**config.mk**
```make
export PLATFORM = sky130hd
export DESIGN_NAME = alu8_flags
export DESIGN_NICKNAME = d
export VERILOG_FILES = /design/src/rtl/alu8_pkg.sv /design/src/rtl/alu8_addsub.sv /design/src/rtl/alu8_bitops.sv /design/src/rtl/alu8_flag_reg.sv /design/src/rtl/alu8_flags.sv
export SDC_FILE = /design/constraint.sdc
export NUM_CORES = 1
export LEC_CHECK = 0
export BUFFER_PORTS_ARGS = -buffer_cell sky130_fd_sc_hd__buf_2
export CAP_MARGIN = 20
export CORE_MARGIN = 2
export CORE_UTILIZATION = 65
export DETAILED_ROUTE_END_ITERATION = 10
export GPL_TIMING_DRIVEN = 0
export PLACE_DENSITY = 0.86
export SYNTH_ARGS = -nofsm -noshare
export SYNTH_HDL_FRONTEND = slang
export SYNTH_HIERARCHICAL = 1
export SYNTH_SLANG_ARGS = --single-unit
```
**constraint.sdc**
```tcl
create_clock -name clk -period 11.05 [get_ports clk]
set_clock_uncertainty 0.2 [all_clocks]
set_input_delay 1.6575 -clock clk [delete_from_list [all_inputs] [get_ports clk]]
set_output_delay 1.6575 -clock clk [all_outputs]
set_load 0.05 [all_outputs]
```
**src/rtl/alu8_pkg.sv**
```systemverilog
// Shared constants for the 8-bit ALU: flag bit positions and operation codes.
// Assumes the flag layout is fixed, because the core's branch logic decodes it.
package alu8_pkg;
    localparam int FLAG_W = 6;
    localparam int F_C = 0;
    localparam int F_Z = 1;
    localparam int F_N = 2;
    localparam int F_V = 3;
    localparam int F_S = 4;
    localparam int F_H = 5;

    localparam int OP_W = 5;
    typedef logic [OP_W-1:0] op_t;

    localparam op_t OP_NOP  = 5'd0;
    localparam op_t OP_ADD  = 5'd1;
    localparam op_t OP_ADC  = 5'd2;
    localparam op_t OP_SUB  = 5'd3;
    localparam op_t OP_SBC  = 5'd4;
    localparam op_t OP_CP   = 5'd5;
    localparam op_t OP_CPC  = 5'd6;
    localparam op_t OP_AND  = 5'd7;
    localparam op_t OP_OR   = 5'd8;
    localparam op_t OP_XOR  = 5'd9;
    localparam op_t OP_COM  = 5'd10;
    localparam op_t OP_NEG  = 5'd11;
    localparam op_t OP_INC  = 5'd12;
    localparam op_t OP_DEC  = 5'd13;
    localparam op_t OP_LSR  = 5'd14;
    localparam op_t OP_ROR  = 5'd15;
    localparam op_t OP_ASR  = 5'd16;
    localparam op_t OP_LSL  = 5'd17;
    localparam op_t OP_ROL  = 5'd18;
    localparam op_t OP_SWAP = 5'd19;

    // Flag groups written by each class of operation.
    localparam logic [FLAG_W-1:0] M_ALL   = 6'b111111;
    localparam logic [FLAG_W-1:0] M_LOGIC = 6'b011110; // S V N Z
    localparam logic [FLAG_W-1:0] M_CARRY = 6'b011111; // S V N Z C
    localparam logic [FLAG_W-1:0] M_NONE  = 6'b000000;
endpackage

```
**src/rtl/alu8_addsub.sv**
```systemverilog
// Adder/subtractor with half-carry and signed overflow detection.
// Assumes a W-bit word with the half-carry taken at the middle of the word.
module alu8_addsub #(
    parameter int W = 8
) (
    input  logic [W-1:0] a_i,
    input  logic [W-1:0] b_i,
    input  logic         cin_i,
    input  logic         sub_i,
    output logic [W-1:0] res_o,
    output logic         c_o,
    output logic         h_o,
    output logic         v_o
);
    localparam int MSB = W - 1;
    localparam int HB  = W / 2 - 1;

    logic [W:0] full;

    // Wide sum or difference; the top bit is carry-out or borrow.
    always_comb begin
        if (sub_i)
            full = {1'b0, a_i} - {1'b0, b_i} - {{W{1'b0}}, cin_i};
        else
            full = {1'b0, a_i} + {1'b0, b_i} + {{W{1'b0}}, cin_i};
    end

    assign res_o = full[W-1:0];
    assign c_o   = full[W];

    // Half-carry (borrow) out of the low half and signed overflow from the operand signs.
    always_comb begin
        if (sub_i) begin
            h_o = (~a_i[HB] & b_i[HB]) | (b_i[HB] & res_o[HB]) | (res_o[HB] & ~a_i[HB]);
            v_o = (a_i[MSB] & ~b_i[MSB] & ~res_o[MSB]) | (~a_i[MSB] & b_i[MSB] & res_o[MSB]);
        end else begin
            h_o = (a_i[HB] & b_i[HB]) | (b_i[HB] & ~res_o[HB]) | (~res_o[HB] & a_i[HB]);
            v_o = (a_i[MSB] & b_i[MSB] & ~res_o[MSB]) | (~a_i[MSB] & ~b_i[MSB] & res_o[MSB]);
        end
    end
endmodule

```
**src/rtl/alu8_bitops.sv**
```systemverilog
// Bitwise logic, complement, shifts, rotates and half swap.
// Assumes the caller picks which operations use its result; the output is
// the operand unchanged for codes it does not handle.
module alu8_bitops
    import alu8_pkg::*;
#(
    parameter int W = 8
) (
    input  op_t          op_i,
    input  logic [W-1:0] a_i,
    input  logic [W-1:0] b_i,
    input  logic         cin_i,
    output logic [W-1:0] res_o,
    output logic         shout_o
);
    localparam int HALF = W / 2;

    // Result and shifted-out bit for each non-arithmetic operation.
    always_comb begin
        res_o   = a_i;
        shout_o = 1'b0;
        case (op_i)
            OP_AND:  res_o = a_i & b_i;
            OP_OR:   res_o = a_i | b_i;
            OP_XOR:  res_o = a_i ^ b_i;
            OP_COM:  res_o = ~a_i;
            OP_LSR:  begin res_o = {1'b0,     a_i[W-1:1]}; shout_o = a_i[0];   end
            OP_ROR:  begin res_o = {cin_i,    a_i[W-1:1]}; shout_o = a_i[0];   end
            OP_ASR:  begin res_o = {a_i[W-1], a_i[W-1:1]}; shout_o = a_i[0];   end
            OP_LSL:  begin res_o = {a_i[W-2:0], 1'b0};     shout_o = a_i[W-1]; end
            OP_ROL:  begin res_o = {a_i[W-2:0], cin_i};    shout_o = a_i[W-1]; end
            OP_SWAP: res_o = {a_i[HALF-1:0], a_i[W-1:HALF]};
            default: res_o = a_i;
        endcase
    end
endmodule

```
**src/rtl/alu8_flag_reg.sv**
```systemverilog
// Status flag register; writes only the bits selected by the update mask.
// Assumes a synchronous active-low reset that clears every flag.
module alu8_flag_reg #(
    parameter int FW = 6
) (
    input  logic          clk,
    input  logic          rst_n,
    input  logic [FW-1:0] mask_i,
    input  logic [FW-1:0] nxt_i,
    output logic [FW-1:0] q_o
);
    // Merge new flag values into the held ones under the mask.
    always_ff @(posedge clk) begin
        if (!rst_n)
            q_o <= '0;
        else
            q_o <= (q_o & ~mask_i) | (nxt_i & mask_i);
    end
endmodule

```
**src/rtl/alu8_flags.sv**
```systemverilog
// Top of the 8-bit ALU: routes operands to the adder or bit unit, selects
// the result, forms the new flags and the per-operation update mask.
// Assumes operand b is already the register or immediate chosen by the decoder.
module alu8_flags
    import alu8_pkg::*;
#(
    parameter int W = 8
) (
    input  logic              clk,
    input  logic              rst_n,
    input  logic [OP_W-1:0]   op_i,
    input  logic [W-1:0]      opd_a_i,
    input  logic [W-1:0]      opd_b_i,
    output logic [W-1:0]      res_o,
    output logic              res_we_o,
    output logic [FLAG_W-1:0] flags_o
);
    localparam int MSB = W - 1;
    localparam int HB  = W / 2 - 1;

    logic [W-1:0]      as_a, as_b, as_res, bo_res;
    logic              as_cin, as_sub, as_c, as_h, as_v, bo_c;
    logic              use_arith, z_chain;
    logic [FLAG_W-1:0] upd_mask, nxt_flags;
    logic              n_new, z_new, v_new, c_new, h_new;

    // Operand routing, result source, write-enable and flag mask per operation.
    always_comb begin
        as_a      = opd_a_i;
        as_b      = opd_b_i;
        as_cin    = 1'b0;
        as_sub    = 1'b0;
        use_arith = 1'b1;
        z_chain   = 1'b0;
        res_we_o  = 1'b1;
        upd_mask  = M_NONE;
        case (op_i)
            OP_ADD: upd_mask = M_ALL;
            OP_ADC: begin upd_mask = M_ALL; as_cin = flags_o[F_C]; end
            OP_SUB: begin upd_mask = M_ALL; as_sub = 1'b1; end
            OP_SBC: begin upd_mask = M_ALL; as_sub = 1'b1; as_cin = flags_o[F_C]; z_chain = 1'b1; end
            OP_CP:  begin upd_mask = M_ALL; as_sub = 1'b1; res_we_o = 1'b0; end
            OP_CPC: begin
                upd_mask = M_ALL; as_sub = 1'b1; as_cin = flags_o[F_C];
                z_chain = 1'b1; res_we_o = 1'b0;
            end
            OP_NEG: begin upd_mask = M_ALL; as_sub = 1'b1; as_a = '0; as_b = opd_a_i; end
            OP_INC: begin upd_mask = M_LOGIC; as_b = W'(1); end
            OP_DEC: begin upd_mask = M_LOGIC; as_b = W'(1); as_sub = 1'b1; end
            OP_AND, OP_OR, OP_XOR: begin upd_mask = M_LOGIC; use_arith = 1'b0; end
            OP_COM, OP_LSR, OP_ROR, OP_ASR: begin upd_mask = M_CARRY; use_arith = 1'b0; end
            OP_LSL, OP_ROL: begin upd_mask = M_ALL; use_arith = 1'b0; end
            OP_SWAP: use_arith = 1'b0;
            default: res_we_o = 1'b0;
        endcase
    end

    alu8_addsub #(.W(W)) u_addsub (
        .a_i   (as_a),
        .b_i   (as_b),
        .cin_i (as_cin),
        .sub_i (as_sub),
        .res_o (as_res),
        .c_o   (as_c),
        .h_o   (as_h),
        .v_o   (as_v)
    );

    alu8_bitops #(.W(W)) u_bitops (
        .op_i    (op_i),
        .a_i     (opd_a_i),
        .b_i     (opd_b_i),
        .cin_i   (flags_o[F_C]),
        .res_o   (bo_res),
        .shout_o (bo_c)
    );

    assign res_o = use_arith ? as_res : bo_res;

    // New flag values; the mask decides which of them are stored.
    always_comb begin
        n_new = res_o[MSB];
        z_new = (res_o == '0) & (~z_chain | flags_o[F_Z]);
        c_new = as_c;
        h_new = as_h;
        v_new = as_v;
        case (op_i)
            OP_AND, OP_OR, OP_XOR: v_new = 1'b0;
            OP_COM: begin c_new = 1'b1; v_new = 1'b0; end
            OP_LSR, OP_ROR, OP_ASR: begin c_new = bo_c; v_new = n_new ^ bo_c; end
            OP_LSL, OP_ROL: begin
                c_new = bo_c; v_new = n_new ^ bo_c; h_new = opd_a_i[HB];
            end
            default: ;
        endcase
        nxt_flags        = '0;
        nxt_flags[F_C]   = c_new;
        nxt_flags[F_Z]   = z_new;
        nxt_flags[F_N]   = n_new;
        nxt_flags[F_V]   = v_new;
        nxt_flags[F_S]   = n_new ^ v_new;
        nxt_flags[F_H]   = h_new;
    end

    alu8_flag_reg #(.FW(FLAG_W)) u_flags (
        .clk    (clk),
        .rst_n  (rst_n),
        .mask_i (upd_mask),
        .nxt_i  (nxt_flags),
        .q_o    (flags_o)
    );
endmodule

```
==> metrics.json <==
{
  "cts": {
    "cts_inserted_buffers": 3,
    "worst_setup_hold_path_clk_slew_ps": 40,
    "tritoncts_num_sinks": 6,
    "post_cts_resize_count": 0,
    "htreeDepth": 1,
    "tritoncts_clock_tree": "done",
    "post-cts-setup-buffers": 0,
    "post_cts_hold_buffer_count": 0,
    "clock_latency_of_the_later_clocked_register_in_the_worst_skew_pair_ps": 220,
    "ctsLongestPathBuffers": 2,
    "cts.root.buffer_cell": "sky130_fd_sc_hd__clkbuf_8"
  },
  "place": {
    "place_congestion": 1.02,
    "portBuffers": 36,
    "placed_cells_incl_taps": 476,
    "post-dp-hpwl_um": 6330
  },
  "drt": {
    "final_antenna_net_count": 0,
    "route.detailed.drc": 0,
    "wl_um": 8140,
    "detailroute.via_count": 3163,
    "dr_wl_cell_um": 17.0,
    "dr.pass1.iters": 6,
    "drt_iter0_drc": 346,
    "detail_route.vias_per_cell": 6.60
  },
  "logic_synthesis": {
    "postSynth.topFlopCell": "sky130_fd_sc_hd__dfxtp_1",
    "syn_area_um2": 2930,
    "yosys.cell_types.count": 69,
    "yosys-top-cells-area": "sky130_fd_sc_hd__ha_1 17%, sky130_fd_sc_hd__mux2i_1 6.8%, sky130_fd_sc_hd__inv_1 6.0%, sky130_fd_sc_hd__nor2b_1 4.9%, sky130_fd_sc_hd__dfxtp_1 4.1%",
    "synthArstFlopShare_pct": 0,
    "synth_top_cell_by_area": "sky130_fd_sc_hd__ha_1",
    "postSynthRegisterBits": 6,
    "synth_sequential_area_ratio_pct": 4.10,
    "cells_after_synth": 388,
    "syn_avg_cell_area_um2": 7.55,
    "number_of_enable_flip_flop_cells_after_synthesis": 0,
    "yosysTopAreaCellShare_pct": 16.7,
    "yosys_warnings": 6,
    "mappedNetlistNets": 454
  },
  "timing": {
    "rsz0062_at_grt": "false",
    "setup_viol_count_final": 0,
    "minimum_period_implied_by_the_final_worst_setup_slack_ps": 7840,
    "finalHoldViolCount": 0,
    "setup-tns-final_ps": 0,
    "post-route-period-util_pct": 70.9,
    "timing_worst_slew_pin_value_ps": 880,
    "maxClockFrequency_mhz": 128,
    "slew_headroom_pct": 40.5,
    "final-max-slew-violation-count": 0
  },
  "layout": {
    "fin_cells": 479,
    "drive_gt1_share_pct": 17.8,
    "n_fill_cell": 365,
    "areaGrowthSynthToFinish_pct": 9.78,
    "final_net_count": 495,
    "most_used_cells_in_the_layout_excluding_fill_and_tap_cells": "47 x sky130_fd_sc_hd__buf_2, 47 x sky130_fd_sc_hd__inv_1, 39 x sky130_fd_sc_hd__ha_1",
    "n_antenna_cell": 0
  },
  "setup_path": {
    "start_kind": "input port",
    "setup.worst_path.end_class": "primary output",
    "worst_ep_arrival_time_ps": 5980,
    "worst_r2r_path_depth": 15,
    "required_time_worst_endpoint_ps": 9190,
    "crit_type": "input port to primary output",
    "critical_path_peak_fanout": 11,
    "worst-r2r-setup-slack_ps": 7180
  },
  "power": {
    "leakage_dissipation_nw": 1.54,
    "comb_power_share_pct": 78.5,
    "internal-power_uw": 128,
    "powerDensity_nw_per_um2": 86.0,
    "power_switching_uw": 148,
    "seqPwrFrac_pct": 9.4,
    "power.switching_fraction_pct": 53.6,
    "p_clk_share_pct": 12.1,
    "vdd_drop_max_mv": 0.0497
  },
  "outcome": {
    "status": "finished clean"
  },
  "flow_run": {
    "drv_cap": 0
  },
  "hold_path": {
    "holdCritPathClass": "flop to flop",
    "min_delay_path_depth": 2
  },
  "die": {
    "design.core.area_um2": 4350,
    "dieArea_um2": 5060,
    "floorplan.die.height_um": 71.1,
    "pin_count": 38,
    "placement_rows": 24,
    "effective_utilization_at_floorplan_pct": 67.3,
    "die_width_um": 71.1
  },
  "grt": {
    "maximum_number_of_pins_on_one_net_before_global_route_repair": 15,
    "groute.usage.overall_pct": 31.8,
    "antenna_violations_before_repair": 0,
    "first_global_vias": 2914,
    "wire_length_of_the_first_global_routing_pass_um": 13300,
    "grt_remaining_overflow": 0
  }
}
-- critical path, stage by stage --
cell and delay (ps):
sky130_fd_sc_hd__buf_2 190, sky130_fd_sc_hd__buf_4 200, sky130_fd_sc_hd__nand2b_1 100, sky130_fd_sc_hd__nor3_1 590, sky130_fd_sc_hd__buf_2 330, sky130_fd_sc_hd__a22o_1 240
sky130_fd_sc_hd__ha_1 280, sky130_fd_sc_hd__inv_1 130, sky130_fd_sc_hd__ha_1 290, sky130_fd_sc_hd__nand4_1 130, sky130_fd_sc_hd__a21oi_2 60, sky130_fd_sc_hd__a2111oi_4 340
sky130_fd_sc_hd__xnor2_1 220, sky130_fd_sc_hd__mux2_2 250, sky130_fd_sc_hd__or4b_4 500, sky130_fd_sc_hd__nand2_1 110, sky130_fd_sc_hd__buf_4 110, sky130_fd_sc_hd__buf_2 240
-- worst max-delay path by stage --
stage | from | end | slack (ps) | cells past startpoint
finish | op_i[3] | res_o[7] | 3210 | 18
CTS | op_i[3] | res_o[7] | 3270 | 18
detailed placement | op_i[3] | res_o[7] | 3290 | 18
global placement | op_i[3] | res_o[7] | 3330 | 18
global route | op_i[3] | res_o[7] | 2980 | 18
floorplan | op_i[1] | res_o[7] | 4120 | 16
-- per-stage QoR --
stage	hold WS, ps	setup WS [ps]	instance area [um2]	utilization (%)	total power [mW]
2_1_floorplan	543	4120	2930	-	0.192
3_3_place_gp	296	3330	3170	72.9	0.235
3_5_place_dp	313	3290	3170	72.9	0.238
4_1_cts	324	3270	3220	73.9	0.273
5_1_grt	352	2980	3220	73.9	0.295
6_report	327	3210	3220	73.9	0.276
-- layer usage --
layer | track usage [%] | share of wire [%] | up-vias
li1 | - | - | 1500
met1 | 42.5 | 44 | 1461
met2 | 55.5 | 47 | 179
met3 | 2.71 | 6.3 | 23
met4 | 7.76 | 2.1 | 0
met5 | 0 | 0 | -
-- synthesized netlist by cell type, types with 3 or more instances --
| cell | n |
|---|---|
| sky130_fd_sc_hd__a221oi_1 | 4 |
| sky130_fd_sc_hd__o21ai_0 | 8 |
| sky130_fd_sc_hd__nor2b_1 | 23 |
| sky130_fd_sc_hd__buf_2 | 11 |
| sky130_fd_sc_hd__nor4_1 | 5 |
| sky130_fd_sc_hd__clkbuf_1 | 5 |
| sky130_fd_sc_hd__ha_1 | 39 |
| sky130_fd_sc_hd__nor4b_1 | 3 |
| sky130_fd_sc_hd__a22oi_1 | 6 |
| sky130_fd_sc_hd__a21oi_1 | 18 |
| sky130_fd_sc_hd__and2_1 | 3 |
| sky130_fd_sc_hd__nand4_1 | 4 |
| sky130_fd_sc_hd__a211oi_1 | 7 |
| sky130_fd_sc_hd__nand2b_1 | 5 |
| sky130_fd_sc_hd__o211ai_1 | 6 |
| sky130_fd_sc_hd__o21a_1 | 4 |
| sky130_fd_sc_hd__dfxtp_1 | 6 |
| sky130_fd_sc_hd__nand3b_1 | 3 |
| sky130_fd_sc_hd__nor3_1 | 10 |
| sky130_fd_sc_hd__inv_1 | 47 |
| sky130_fd_sc_hd__a22o_1 | 12 |
| sky130_fd_sc_hd__xnor2_1 | 10 |
| sky130_fd_sc_hd__nor2_1 | 17 |
| sky130_fd_sc_hd__mux2i_1 | 20 |
| sky130_fd_sc_hd__nand3_1 | 7 |
| sky130_fd_sc_hd__a31oi_1 | 6 |
| sky130_fd_sc_hd__mux2_2 | 10 |
| sky130_fd_sc_hd__fa_1 | 4 |
| sky130_fd_sc_hd__o211a_1 | 4 |
| sky130_fd_sc_hd__and3_1 | 3 |
| sky130_fd_sc_hd__nand2_1 | 20 |
| sky130_fd_sc_hd__o32a_1 | 4 |
| sky130_fd_sc_hd__a21o_1 | 3 |
| sky130_fd_sc_hd__xor2_1 | 5 |
-- final cells by class --
cell class              instances  area [um2]  area share (%)
plain buffers                  21         115            3.58
repair buffers                 36         180            5.60
inverters                      47         176            5.49
clock buffers                   3        41.3            1.28
flip-flops and latches          6         120            3.74
multi-input cells             314        2520            78.3
well taps                      52        65.1            2.02
-- cell families after synthesis --
logic type	count (synthesis)	share of synthesized area, %
multiplexers	30	10.7
AND/OR/NAND/NOR	119	23.3
adder cells (fa/ha/maj)	43	19.4
AO/OA/AOI/OAI	107	28.1
flip-flops	6	4.10
XOR/XNOR	15	4.49
buffers and inverters	68	9.95
-- power groups by stage --
stage | clock, mW | sequential [mW] | combinational, mW
floorplan | 0 | 0.0345 | 0.157
global placement | 0 | 0.0262 | 0.209
detailed placement | 0 | 0.0263 | 0.212
CTS | 0.0338 | 0.0260 | 0.213
global route | 0.0345 | 0.0263 | 0.234
finish | 0.0335 | 0.0260 | 0.217
No activity file was read; power rests on OpenSTA's default activity.
